File: config.mk
export PLATFORM = sky130hd
export DESIGN_NAME = ext_bus_strobe_gen
export DESIGN_NICKNAME = d
export VERILOG_FILES = /design/src/rtl/bus_strobe_pkg.sv /design/src/rtl/bst_phase_counter.sv /design/src/rtl/bst_cycle_attr.sv /design/src/rtl/bst_strobe_decode.sv /design/src/rtl/ext_bus_strobe_gen.sv
export SDC_FILE = /design/constraint.sdc
export NUM_CORES = 1
export LEC_CHECK = 0
export BUFFER_PORTS_ARGS = -buffer_cell sky130_fd_sc_hd__buf_2
export CORE_AREA = 2 2 39 41
export CTS_CLUSTER_DIAMETER = 60
export CTS_CLUSTER_SIZE = 20
export DETAILED_ROUTE_END_ITERATION = 10
export DIE_AREA = 0 0 41 43
export SYNTH_ARGS = -nofsm -noshare
export SYNTH_HDL_FRONTEND = slang
export SYNTH_SLANG_ARGS = --single-unit
File: constraint.sdc
create_clock -name clk -period 1.2 [get_ports clk]
set_clock_uncertainty 0.2 [all_clocks]
set_input_delay 0.06 -clock clk [delete_from_list [all_inputs] [get_ports clk]]
set_output_delay 0.06 -clock clk [all_outputs]
set_load 0.02 [all_outputs]
File: src/rtl/bus_strobe_pkg.sv
// Shared types for the external bus strobe generator.
// Assumes: one attribute set governs one whole machine cycle.
package bus_strobe_pkg;

    // Attributes captured at the machine-cycle boundary
    typedef struct packed {
        logic latch_off;   // free-running address strobe suppressed
        logic data;        // cycle carries an external data access
        logic fetch;       // cycle fetches from external program memory
    } cyc_attr_t;

endpackage

File: src/rtl/bst_phase_counter.sv
// Machine-cycle position counter: counts 0..PHASES-1 and wraps.
// Assumes: PHASES is even (states of two phases each).
module bst_phase_counter #(
    parameter int PHASES = 12,
    parameter int PW     = $clog2(PHASES)
) (
    input  logic          clk,
    input  logic          rst_n,
    output logic [PW-1:0] phase_o,
    output logic          last_o
);
    localparam logic [PW-1:0] LAST = PW'(PHASES - 1);

    // advance position, restart after the final phase
    always_ff @(posedge clk) begin
        if (!rst_n)              phase_o <= '0;
        else if (phase_o == LAST) phase_o <= '0;
        else                     phase_o <= phase_o + 1'b1;
    end

    // flag the final phase of the machine cycle
    always_comb last_o = (phase_o == LAST);

    p_wrap_r1: assert property (@(posedge clk) disable iff (!rst_n)
        (phase_o == LAST) |=> (phase_o == '0));
    p_step_r1: assert property (@(posedge clk) disable iff (!rst_n)
        (phase_o != LAST) |=> (phase_o == $past(phase_o) + 1'b1));
endmodule

File: src/rtl/bst_cycle_attr.sv
// Captures the per-cycle control inputs on the edge leaving the last phase.
// Assumes: load_i is high only during the final phase of a cycle.
module bst_cycle_attr
    import bus_strobe_pkg::*;
(
    input  logic      clk,
    input  logic      rst_n,
    input  logic      load_i,
    input  logic      ext_fetch_i,
    input  logic      xdata_req_i,
    input  logic      ale_disable_i,
    output cyc_attr_t attr_o
);
    // hold the attributes for a whole cycle, refresh at the boundary
    always_ff @(posedge clk) begin
        if (!rst_n)      attr_o <= '0;
        else if (load_i) attr_o <= '{latch_off: ale_disable_i,
                                     data:      xdata_req_i,
                                     fetch:     ext_fetch_i};
    end

    p_hold_r9: assert property (@(posedge clk) disable iff (!rst_n)
        !load_i |=> $stable(attr_o));
endmodule

File: src/rtl/bst_strobe_decode.sv
// Decodes the strobes from the cycle position and the cycle attributes.
// Assumes: WINDOWS pulses per machine cycle, evenly spaced.
module bst_strobe_decode
    import bus_strobe_pkg::*;
#(
    parameter int PHASES   = 12,
    parameter int PW       = $clog2(PHASES),
    parameter int WINDOWS  = 2,
    parameter int ALE_OFS  = 1,
    parameter int ALE_LEN  = 2,
    parameter int PSEN_OFS = 3,
    parameter int PSEN_LEN = 3
) (
    input  logic [PW-1:0] phase_i,
    input  cyc_attr_t     attr_i,
    output logic          ale_o,
    output logic          psen_n_o
);
    localparam int SPAN = PHASES / WINDOWS;

    logic [WINDOWS-1:0] ale_win;
    logic [WINDOWS-1:0] psen_win;
    logic [WINDOWS-1:0] ale_en;

    // one address window and one program window per half cycle
    for (genvar k = 0; k < WINDOWS; k++) begin : g_win
        localparam logic [PW-1:0] A_LO = PW'(SPAN * k + ALE_OFS);
        localparam logic [PW-1:0] A_HI = PW'(SPAN * k + ALE_OFS + ALE_LEN - 1);
        localparam logic [PW-1:0] P_LO = PW'(SPAN * k + PSEN_OFS);
        localparam logic [PW-1:0] P_HI = PW'(SPAN * k + PSEN_OFS + PSEN_LEN - 1);
        // position inside this pair of windows
        always_comb begin
            ale_win[k]  = (phase_i >= A_LO) && (phase_i <= A_HI);
            psen_win[k] = (phase_i >= P_LO) && (phase_i <= P_HI);
        end
        // which address windows may fire in this cycle
        if (k == 0) begin : g_first
            always_comb ale_en[k] = !attr_i.data && (!attr_i.latch_off || attr_i.fetch);
        end else begin : g_rest
            always_comb ale_en[k] = !attr_i.latch_off || attr_i.fetch || attr_i.data;
        end
    end

    // combine windows into the two strobes
    always_comb begin
        ale_o    = |(ale_win & ale_en);
        psen_n_o = !(attr_i.fetch && !attr_i.data && (|psen_win));
    end
endmodule

File: src/rtl/ext_bus_strobe_gen.sv
// External bus strobe generator top: address-latch strobe, program-read
// strobe and data-cycle indicator on a twelve-period machine cycle.
// Assumes: control inputs are valid on the edge that ends the cycle.
module ext_bus_strobe_gen
    import bus_strobe_pkg::*;
#(
    parameter int PHASES = 12,
    parameter int PW     = $clog2(PHASES)
) (
    input  logic clk,
    input  logic rst_n,
    input  logic ext_fetch_i,
    input  logic xdata_req_i,
    input  logic ale_disable_i,
    output logic ale_o,
    output logic psen_n_o,
    output logic data_cycle_o
);
    logic [PW-1:0] phase;
    logic          last;
    cyc_attr_t     attr;

    bst_phase_counter #(.PHASES(PHASES), .PW(PW)) u_cnt (
        .clk(clk), .rst_n(rst_n), .phase_o(phase), .last_o(last));

    bst_cycle_attr u_attr (
        .clk(clk), .rst_n(rst_n), .load_i(last),
        .ext_fetch_i(ext_fetch_i), .xdata_req_i(xdata_req_i),
        .ale_disable_i(ale_disable_i), .attr_o(attr));

    bst_strobe_decode #(.PHASES(PHASES), .PW(PW)) u_dec (
        .phase_i(phase), .attr_i(attr), .ale_o(ale_o), .psen_n_o(psen_n_o));

    // expose the data-cycle flag for the whole cycle
    always_comb data_cycle_o = attr.data;

    p_no_overlap_r3: assert property (@(posedge clk) disable iff (!rst_n)
        !(ale_o && !psen_n_o));
    p_psen_quiet_r4: assert property (@(posedge clk) disable iff (!rst_n)
        data_cycle_o |-> psen_n_o);
    p_first_skip_r2: assert property (@(posedge clk) disable iff (!rst_n)
        (data_cycle_o && phase == PW'(1)) |-> !ale_o);
    p_ale_off_r6: assert property (@(posedge clk) disable iff (!rst_n)
        (attr.latch_off && !attr.fetch && !attr.data) |-> !ale_o);
    p_dc_whole_r8: assert property (@(posedge clk) disable iff (!rst_n)
        (phase != '0) |-> $stable(data_cycle_o));
    p_fetch_quiet_r5: assert property (@(posedge clk) disable iff (!rst_n)
        !attr.fetch |-> psen_n_o);
endmodule

Yosys cells after proc, flatten, opt, wreduce, memory -nomap -nowiden
Cells that the tools add are included.
{"block": "totals", "mem_count": 0, "ram_bits": 0, "romBits": 0, "word_cells": 31, "regBits": 7, "inputBits": 5, "latchBits": 0, "output_inout_bits": 3}
{"block": "op_classes", "div_mod_pow": 0, "bitwise_logic": 2, "n_reduce_logical": 15, "eq_ne": 1, "shifts": 0, "mux": 0, "mul": 0, "add_sub_neg": 1, "order_cmp": 8}
{"cell": "$le 4x4->1 const B", "count": 2}
{"cell": "$logic_and 1x1->1", "count": 7}
{"cell": "$reduce_or 2->1", "count": 3}
{"cell": "$add 4x1->4 const B", "count": 1}
{"cell": "$eq 4x4->1 const B", "count": 1}
{"cell": "$ge 4x1->1 const B", "count": 1}
{"cell": "$ge 4x2->1 const B", "count": 1}
{"cell": "$ge 4x3->1 const B", "count": 1}
{"cell": "$ge 4x4->1 const B", "count": 1}
{"cell": "$le 4x2->1 const B", "count": 1}
{"cell": "$le 4x3->1 const B", "count": 1}
{"cell": "$logic_not 1->1", "count": 3}
{"cell": "$and 2x2->2", "count": 1}
{"cell": "$logic_or 1x1->1", "count": 2}
{"cell": "$not 1->1", "count": 1}

Longest topological paths before layout
{"block": "depth", "ltp_word": 5, "depth_mapped": 5, "depth_no_buf": 5}

By module
A second synthesis with hierarchy kept.
{"block": "unflattened", "hier_cells": 41, "hier_area_um2": 376.6}
{"mod": "bst_phase_counter", "area_per_inst_um2": 175.2, "instances": 1, "seq_area_each_um2": 80.1, "cells_per_inst": 18}
{"mod": "bst_cycle_attr", "area_per_inst_um2": 108.9, "instances": 1, "seq_area_each_um2": 60.1, "cells_per_inst": 9}
{"mod": "bst_strobe_decode", "area_per_inst_um2": 92.6, "instances": 1, "seq_area_each_um2": 0.0, "cells_per_inst": 14}

Worst setup path before layout
Ideal clock, no wire load.
{"block": "synth_timing", "kind": "register -> output", "startpoint": "register u_cnt.phase_o[0]", "endpoint": "output port psen_n_o", "setup_slack_ns": -0.329, "t_arrival_ns": 1.269, "path_buffers": 0, "required_ns": 0.940, "path_stages_with_launch": 5, "path_cell_list": "dfxtp_1 -> inv_1 -> ha_1 -> mux2i_1 -> o21ai_0"}
{"block": "synth_between", "elab_chain_cells": 5, "word_cells_on_any_way": 9, "cone_classes": "order compare: 4; reduce/logical: 5"}
{"item": "from (decl)", "line": "bst_phase_counter.sv:9", "text": "output logic [PW-1:0] phase_o,"}
{"item": "from (signal assigned)", "line": "bst_phase_counter.sv:18", "text": "else phase_o <= phase_o + 1'b1;"}
{"item": "$ge 4x2->1 (tied with other cells)", "line": "bst_strobe_decode.sv:34", "text": "psen_win[k] = (phase_i >= P_LO) && (phase_i <= P_HI);"}
{"item": "$logic_and 1x1->1", "line": "bst_strobe_decode.sv:34"}
{"item": "$reduce_or 2->1 *", "line": "bst_strobe_decode.sv:47", "text": "psen_n_o = !(attr_i.fetch && !attr_i.data && (|psen_win));"}
{"item": "$logic_and 1x1->1 *", "line": "bst_strobe_decode.sv:47"}
{"item": "$logic_not 1->1 *", "line": "bst_strobe_decode.sv:47"}
{"item": "to (decl)", "line": "ext_bus_strobe_gen.sv:16", "text": "output logic psen_n_o,"}
Every way passes the cells marked *; elsewhere a longest branch is shown, timed or not.

Worst setup path in the final report
{"block": "layout_timing", "startpoint": "register u_cnt.phase_o[1]", "endpoint": "output port ale_o"}
{"block": "layout_between", "elab_chain_cells": 4, "word_cells_on_any_way": 8, "cone_classes": "order compare: 4; bitwise: 1; reduce/logical: 3"}
{"item": "$ge 4x1->1 (tied with other cells)", "line": "bst_strobe_decode.sv:33", "text": "ale_win[k] = (phase_i >= A_LO) && (phase_i <= A_HI);"}
{"item": "$logic_and 1x1->1", "line": "bst_strobe_decode.sv:33"}
{"item": "$and 2x2->2 *", "line": "bst_strobe_decode.sv:46", "text": "ale_o = |(ale_win & ale_en);"}
{"item": "$reduce_or 2->1 *", "line": "bst_strobe_decode.sv:46"}
{"item": "to (decl)", "line": "ext_bus_strobe_gen.sv:15", "text": "output logic ale_o,"}
Marked as above.

==> results.yml <==
drt:
  routed_wl_um: 888
  drc: 0
  dr_total_vias: 396
  wl_per_cell_um: 10.4
  via_per_inst: 4.66
  first_pass_iters: 4
  first_iter_violations: 4
  ant_nets: 0
sta:
  slew_violations: 0
  layout_setup_ws_ps: -456
  finalSetupViolations: 9
  tightest_slew_ps: 256
  fmax_mhz: 604
  fin_crit_sh_pct: 138
  max_slew_margin_pct: 82.7
  min_period_ps: 1660
  finalHoldViolations: 0
  rsz0062_at_grt: "true"
floorplan:
  die_h_um: 43
  fp.dieW_um: 41
  die_area_sq_mm: 0.00176
  start_util_pct: 30.9
  num_io_pins: 8
  core-area_sq_mm: 0.00138
  row_count: 14
status:
  failed_checks: "setup timing"
  status: "finished, violations left"
pwr:
  combPwrFrac_pct: 24.2
  switchingPower_w: 0.000154
  power_w: 0.000617
  leakagePower_nw: 0.304
  clockPowerShare_pct: 33.8
  ir_worst_vdd_v: 0.000575
  intPower_w: 0.000463
  powerDensity_mw_per_mm2: 902
  seqPwrFrac_pct: 42.0
  p_sw_share_pct: 25.0
grt:
  grt_overflow: 0
  grt_pass1_vias: 393
  grt.total_usage_pct: 13.0
  antenna_found_initial: 0
  grt_max_degree: 8
  grt_pass1_wl_mm: 1.58
final_layout:
  final_cells: 85
  drive_above_1_share_pct: 52.2
  layout.nets: 79
  antennaDiodeCount: 0
  area_delta_synth_final_pct: 59.9
critical_path:
  rrSetupSlack_ps: -360
  end_kind: "primary output"
  start_kind: "register"
  slowest_stage: "dfxtp_4"
  reg2reg_depth: 6
  crit_arrival_ps: 1400
  critPathMaxFanout: 5
  r2r_start: "u_cnt.phase_o[0]"
  crit_family: "compound AO/OA/AOI/OAI gates"
  crit_path_cell_trace: "buf_6 -> o32a_1 -> a22oi_2 -> buf_6"
  cp_slowest_stage_delay_ps: 360
  cpMostUsedCell: "buf_6"
  cp.buffers_inverters: 2
  r2r_end: "u_attr.attr_o[1]"
  path_class: "register to primary output"
  required_ps: 940
clock_tree:
  cts_tree: "built"
  clk_pin_slew_worst_paths_ps: 50
  cts_buffer_depth: 2
  clk_latency_ps: 240
  cts_buffers: 3
  numClockSinks: 7
  htreeDepth: 1
  clock-root-buffer: "clkbuf_4"
logic_synthesis:
  yosysSeqAreaShare_pct: 32.7
  synth_edf_count: 0
  syn_inst: 44
  yosys_warnings: 0
  ys_dominant_reg_cell: "dfxtp_1"
  synth_seq_cells: 7
  synth_cell_types: 22
  syn_nets: 53
  synthArstFlopShare_pct: 0
  syn_area_sq_um: 428
  avgSynthCellArea_sq_um: 9.73
hold_path:
  worstHoldStart: "u_attr.attr_o[0]"
  hold_end: "u_attr.attr_o[0]"
  hold_path_class: "register to register"
  whs_path_depth: 2
flow_run:
  maxCapViolations: 0
place:
  place_hpwl_um: 677
  io_buffers: 7
  place_congestion: 0.777
  place_ws_ps: -250
  dp.cells: 74
==> area by class of cell <==
cell class,count,area [sq um]
fill,141,699
multi-input combinational,33,295
timing repair buffer,23,185
sequential,7,150
clock buffer,4,26.3
tap,16,20.0
inverter,2,7.51
==> stage by stage <==
| step | hold WS [ps] | util, % | TNS, ps | cell area [sq um] |
|---|---|---|---|---|
| after floorplan | -12.1 | - | -436 | 450 |
| after global placement | 114 | 40.2 | -1510 | 557 |
| after detailed placement | 120 | 40.2 | -1520 | 557 |
| after CTS | 348 | 48.4 | -2170 | 669 |
| after global routing | 382 | 49.5 | -3480 | 684 |
| final | 345 | 49.5 | -2860 | 684 |
==> worst max-delay path by stage <==
stage	slack (ps)	cells past startpoint	startpoint	endpoint
finish	-460	4	u_cnt.phase_o[1]	ale_o
global route	-540	5	u_cnt.phase_o[1]	psen_n_o
CTS	-470	4	u_cnt.phase_o[1]	ale_o
detailed placement	-250	6	u_cnt.phase_o[1]	ale_o
global placement	-240	6	u_cnt.phase_o[1]	ale_o
floorplan	-160	4	u_cnt.phase_o[2]	ale_o
==> tightest hold or removal path: stages (launching register included) <==
cell	delay [ps]
dfxtp_1	320
mux2i_1	130
nor2b_1	50
==> cell families after synthesis <==
family,share of synthesized area (%)
mux,11.7
buf+inv,5.55
simple gates,28.7
compound gates,9.65
flops,32.7
fa+ha+maj,11.7
==> Yosys cell counts, types with 2 or more instances <==
| master | instances | area (sq um) |
|---|---|---|
| nand2_1 | 2 | 7.51 |
| inv_1 | 2 | 7.51 |
| and3_1 | 2 | 12.5 |
| ha_1 | 4 | 50.1 |
| nand2b_1 | 2 | 12.5 |
| nor2_1 | 3 | 11.3 |
| nor2b_1 | 4 | 25.0 |
| dfxtp_1 | 7 | 140 |
| mux2i_1 | 5 | 50.1 |
==> layout by cell type (no fill, tap or decap), types with 2 or more instances in the layout <==
cell / count
clkbuf_4: 3
mux2i_1: 5
dlygate4sd3_1: 4
nand2b_1: 2
dfxtp_4: 2
ha_1: 2
inv_2: 2
nor2b_1: 4
and3_1: 2
buf_2: 5
nand2_1: 2
buf_4: 10
dfxtp_1: 3
buf_6: 4
dfxtp_2: 2
nor2_2: 2
==> power by group through the flow <==
stage,Clock [W],Sequential [W],Combinational (W)
global placement,0,0.000261,0.000113
finish,0.000208,0.000259,0.000149
global route,0.000227,0.000261,0.000165
detailed placement,0,0.000262,0.000113
floorplan,0,0.000257,0.0000724
CTS,0.000220,0.000258,0.000142
==> layer usage <==
metal	vias up	wire [um]	track usage [%]	part of all wire, %
met4	0	0	8.00	0
met3	0	16	0	1.8
li1	204	-	-	-
met1	188	386	16.6	43
met2	4	485	20.6	55
met5	-	0	0	0
==> state kept, by name, summed over array words and instances (netlist names) <==
register / flops
u_attr.attr_o: 3
u_cnt.phase_o: 4
==> what timing repair did <==
item	CTS	global route
endpoints found under the hold margin	7	0
resized for setup	12	2
setup buffers	2	1
hold buffers	4	0
setup endpoints to repair	9	10
pin swaps	4	3
(Power assumes the default switching activity.)
